===== src/rtl/sat_updown_ctr_pkg.sv =====
package sat_updown_ctr_pkg;

  // Direction of a single counting step.
  typedef enum logic {
    STEP_DOWN = 1'b0,
    STEP_UP   = 1'b1
  } step_dir_e;

endpackage


===== src/rtl/sat_updown_ctr_dir.sv =====
// Picks the step direction: agreement of the two bits means up.
module sat_updown_ctr_dir
  import sat_updown_ctr_pkg::*;
(
  input  logic      bit_a_i,
  input  logic      bit_b_i,
  output step_dir_e dir_o
);

  always_comb begin
    if (bit_a_i ~^ bit_b_i) dir_o = STEP_UP;
    else                    dir_o = STEP_DOWN;
  end

endmodule


===== src/rtl/sat_updown_ctr_step.sv =====
// Computes the next count, clamping at the signed extremes.
module sat_updown_ctr_step
  import sat_updown_ctr_pkg::*;
#(
  parameter int WIDTH = 8
) (
  input  logic [WIDTH-1:0] cur_i,
  input  step_dir_e        dir_i,
  output logic [WIDTH-1:0] nxt_o
);

  localparam logic [WIDTH-1:0] CEIL  = {1'b0, {(WIDTH-1){1'b1}}};
  localparam logic [WIDTH-1:0] FLOOR = {1'b1, {(WIDTH-1){1'b0}}};
  localparam logic [WIDTH-1:0] ONE   = WIDTH'(1);

  logic at_ceil;
  logic at_floor;

  assign at_ceil  = (cur_i == CEIL);
  assign at_floor = (cur_i == FLOOR);

  always_comb begin
    nxt_o = cur_i;
    unique case (dir_i)
      STEP_UP:   if (!at_ceil)  nxt_o = cur_i + ONE;
      STEP_DOWN: if (!at_floor) nxt_o = cur_i - ONE;
      default:   nxt_o = cur_i;
    endcase
  end

endmodule


===== src/rtl/sat_updown_ctr.sv =====
module sat_updown_ctr
  import sat_updown_ctr_pkg::*;
#(
  parameter int WIDTH = 8
) (
  input  logic             clk_i,
  input  logic             rst_i,
  input  logic             en_i,
  input  logic             bit_a_i,
  input  logic             bit_b_i,
  output logic [WIDTH-1:0] count_o
);

  step_dir_e        dir;
  logic [WIDTH-1:0] count_q;
  logic [WIDTH-1:0] count_nxt;

  sat_updown_ctr_dir u_dir (
    .bit_a_i (bit_a_i),
    .bit_b_i (bit_b_i),
    .dir_o   (dir)
  );

  sat_updown_ctr_step #(.WIDTH(WIDTH)) u_step (
    .cur_i (count_q),
    .dir_i (dir),
    .nxt_o (count_nxt)
  );

  always_ff @(posedge clk_i or posedge rst_i) begin
    if (rst_i)     count_q <= '0;
    else if (en_i) count_q <= count_nxt;
  end

  assign count_o = count_q;

endmodule


===== config.mk =====
export PLATFORM = sky130hd
export DESIGN_NAME = sat_updown_ctr
export DESIGN_NICKNAME = d
export VERILOG_FILES = /design/src/rtl/sat_updown_ctr_pkg.sv /design/src/rtl/sat_updown_ctr_dir.sv /design/src/rtl/sat_updown_ctr_step.sv /design/src/rtl/sat_updown_ctr.sv
export SDC_FILE = /design/constraint.sdc
export NUM_CORES = 1
export LEC_CHECK = 0
export BUFFER_PORTS_ARGS = -buffer_cell sky130_fd_sc_hd__buf_2
export CAP_MARGIN = 10
export CORE_AREA = 2 2 39 41
export DETAILED_ROUTE_END_ITERATION = 8
export DIE_AREA = 0 0 41 43
export GPL_ROUTABILITY_DRIVEN = 0
export HOLD_SLACK_MARGIN = 0.03
export PLACE_DENSITY = 0.68
export REMOVE_ABC_BUFFERS = 1
export SLEW_MARGIN = 20
export SYNTH_ARGS = -nofsm -noshare
export SYNTH_HDL_FRONTEND = slang
export SYNTH_SLANG_ARGS = --single-unit

===== constraint.sdc =====
create_clock -name clk_i -period 1.6 [get_ports clk_i]
set_input_delay 0.4 -clock clk_i [delete_from_list [all_inputs] [get_ports clk_i]]
set_output_delay 0.4 -clock clk_i [all_outputs]
set_load 0.02 [all_outputs]

==> results.txt <==
Worst setup EP type: flip-flop
vias in the first global route: 574
min Tclk post-route: 1.710 ns
violated checks: setup timing
Comb pwr share: 0.612
Worst VDD drop: 0.001075 V
cts bufs inserted: 3
H-tree depth: 1
Final Hold Viols: 0
antenna violations before repair: 0
async set-reset flop share out of synthesis: 1.000
GR Util met1: 0.2649
top cells by area, synth: dfrtp_1 35%, xor2_1 7.8%, a221oi_2 5.3%, o41ai_4 4.9%, a221oi_1 4.7%
Levels on crit path: 8
ys flop type: dfrtp_1
met2 Use GR: 0.3125
Clock Sinks: 8
# setup viols final: 6
Pint: 817.0 uW
Psw: 639.4 uW
CP max-delay cell: or4_4
share of the synthesized area in the top cell type: 0.3548
Hold WC Path Type: in -> async
pwr dens: 1544 nW/um^2
die height: 43 um
ANT cells: 0
drc violations: 0
first-iteration detailed-routing DRC count: 13
outcome: finished with violations
Final Power: 1.456 mW
core box area: 1384 um^2
Placed Instances: 96
grt total ovfl: 0
Fmax: 584.8 MHz
family with the most delay on the worst path: XOR/XNOR gates
GRT Max-Usage Layer: met2
share of cells above drive strength 1: 0.6196
slowest cell delay on critical path: 0.43 ns
crit path max fanout: 3
Pins Over Slew Limit: 0
RSZ-0062 raised after global routing: yes
Synth Cell Area: 564.3 um^2
sequential share of power: 0.274
crit path DAT: 1.89 ns
hpwl dp: 1024 um
IO Port Bufs: 12
Slew headroom: 0.7580
switching share of power: 0.4390
Worst R2R Path Depth: 6
Final #Nets: 100
post-route ant nets: 0
WL/cell: 15.03 um
die area: 1763 um^2
sequential share of the synthesized area: 0.3548
GR Util All Layers: 0.2087
period utilization: 1.069
Critical Path RT: 1.78 ns
Worst Clk Skew: 0.009517 ns
worst setup margin: -0.1099 ns
crit-path cells: buf_8, xnor2_4, xnor2_1, ha_2, inv_2, or4_4, a221oi_4, xor2_1
DIE WIDTH: 41 um
max reg flops: 8
number of synthesized flops with an enable pin: 0
worst slew pin tran: 0.3627 ns
worst skew pair latency: 0.27 ns
Yosys top cell by area: dfrtp_1
Starting Density: 0.4078
DR vias: 603
final WL: 1623 um
Max Cap Violations: 0
CTS Hold Bufs: 0
Clock Tree Root: clkbuf_4
first-pass GRT wire length: 2470 um
GR met3 Demand/Resource: 0.03665
largest net degree at the start of global routing: 10
syn_area_per_cell: 10.45 um^2
Rows: 14
fin cells: 108
CP Launch Type: input port
P_leak: 0.4187 nW
Layout Area Growth over Synthesis: 67.18%
critical path class: in -> reg
CTS tree: done
final setup TNS: -0.2132 ns
Reg clk slew, reported paths: 0.06 ns
number of synthesized register bits: 8
Clock power frac: 0.114
clock buffer depth: 2
I/O pins: 13
Ys Warns: 0
post-synthesis instance total: 54
routed vias/inst: 5.583
Crit path buffers/inverters: 2
detailed-router iteration count before antenna repair: 4
Synth cell types: 24
## worst paths after layout
kind / slack, ns / endpoint / startpoint
setup / recovery: -0.11 / count_o[6] / bit_a_i
setup reg to reg: -0.11 / count_o[6] / count_o[1]
hold / removal: 0.07 / count_o[1] / rst_i
max in group asynchronous: 1.28 / count_o[2] / rst_i
hold reg to reg: 0.52 / count_o[6] / count_o[6]
min in group clk_i: 0.49 / count_o[7] / en_i
## cells in the mapped netlist, types with 2 or more instances
master and n:
dfrtp_1 8, xor2_1 5, inv_1 4, nor3_1 4, a221oi_1 3, nand2_1 3, nand3_1 3, xnor2_1 3
a221oi_2 2, nand4_1 2, o21ai_0 2, or3_1 2, or4_1 2
## metal layers
metal  vias to the layer above  part of all wire
met4                         0             0.023
met5                         -                 0
met1                       295              0.40
li1                        283                 -
met2                        20              0.53
met3                         5             0.048
## kinds of logic after synthesis
logic type | synth area share
mux | 0.02660
buf+inv | 0.05320
xor+xnor | 0.1530
compound gates | 0.1907
simple gates | 0.1995
fa+ha+maj | 0.02217
flops | 0.3548
## layout make-up
type	instances	area [um^2]
clock buffer	3	22.52
multi-input combinational	40	414.1
sequential	8	200.2
tap	16	20.02
inverter	4	15.01
fill	103	440.4
timing repair buffer	37	271.5
## power groups by stage
stage	Sequential (mW)	Combinational, mW	Clock (mW)
final	0.399	0.891	0.166
after detailed placement	0.397	0.726	0
after floorplan	0.532	0.277	0
after CTS	0.396	0.823	0.169
after global placement	0.390	0.714	0
after global routing	0.413	0.964	0.187
## placed cells by master (no fill, tap or decap), types with 2 or more instances in the layout
master and n:
or4_4 2, nand2_1 3, clkbuf_4 3, buf_2 10
xor2_1 5, buf_4 23, inv_1 3, a221oi_2 3
a221oi_4 2, xnor2_1 2, nand4_1 2, buf_6 3
dfrtp_1 8, or3_1 2, nand3_1 3, nor3_1 3
## per-stage QoR
stage / utilization / instance area, um^2 / setup slack, ns / hold WS [ns]
global route: 0.6817 / 943.4 / -0.1877 / 0.09089
finish: 0.6817 / 943.4 / -0.1099 / 0.07147
CTS: 0.6311 / 873.3 / -0.1298 / 0.08841
floorplan: - / 549.3 / -0.4840 / 0.2157
detailed placement: 0.5416 / 749.5 / -0.5753 / 0.3715
global placement: 0.5416 / 749.5 / -0.5451 / 0.3599
## worst register-to-register path: stages (launching register included)
cell and delay (ns):
dfrtp_1 0.39, xnor2_1 0.15, ha_2 0.21, inv_2 0.05, or4_4 0.43, a221oi_4 0.24, xor2_1 0.16
## repair_timing
item                                    in CTS  in global routing
pin swaps                                   14                  8
gates resized for setup                     15                  5
buffers inserted                             4                  5
endpoints found under the setup margin       8                  7
cloned                                       0                  0
(Power assumes the default switching activity.)
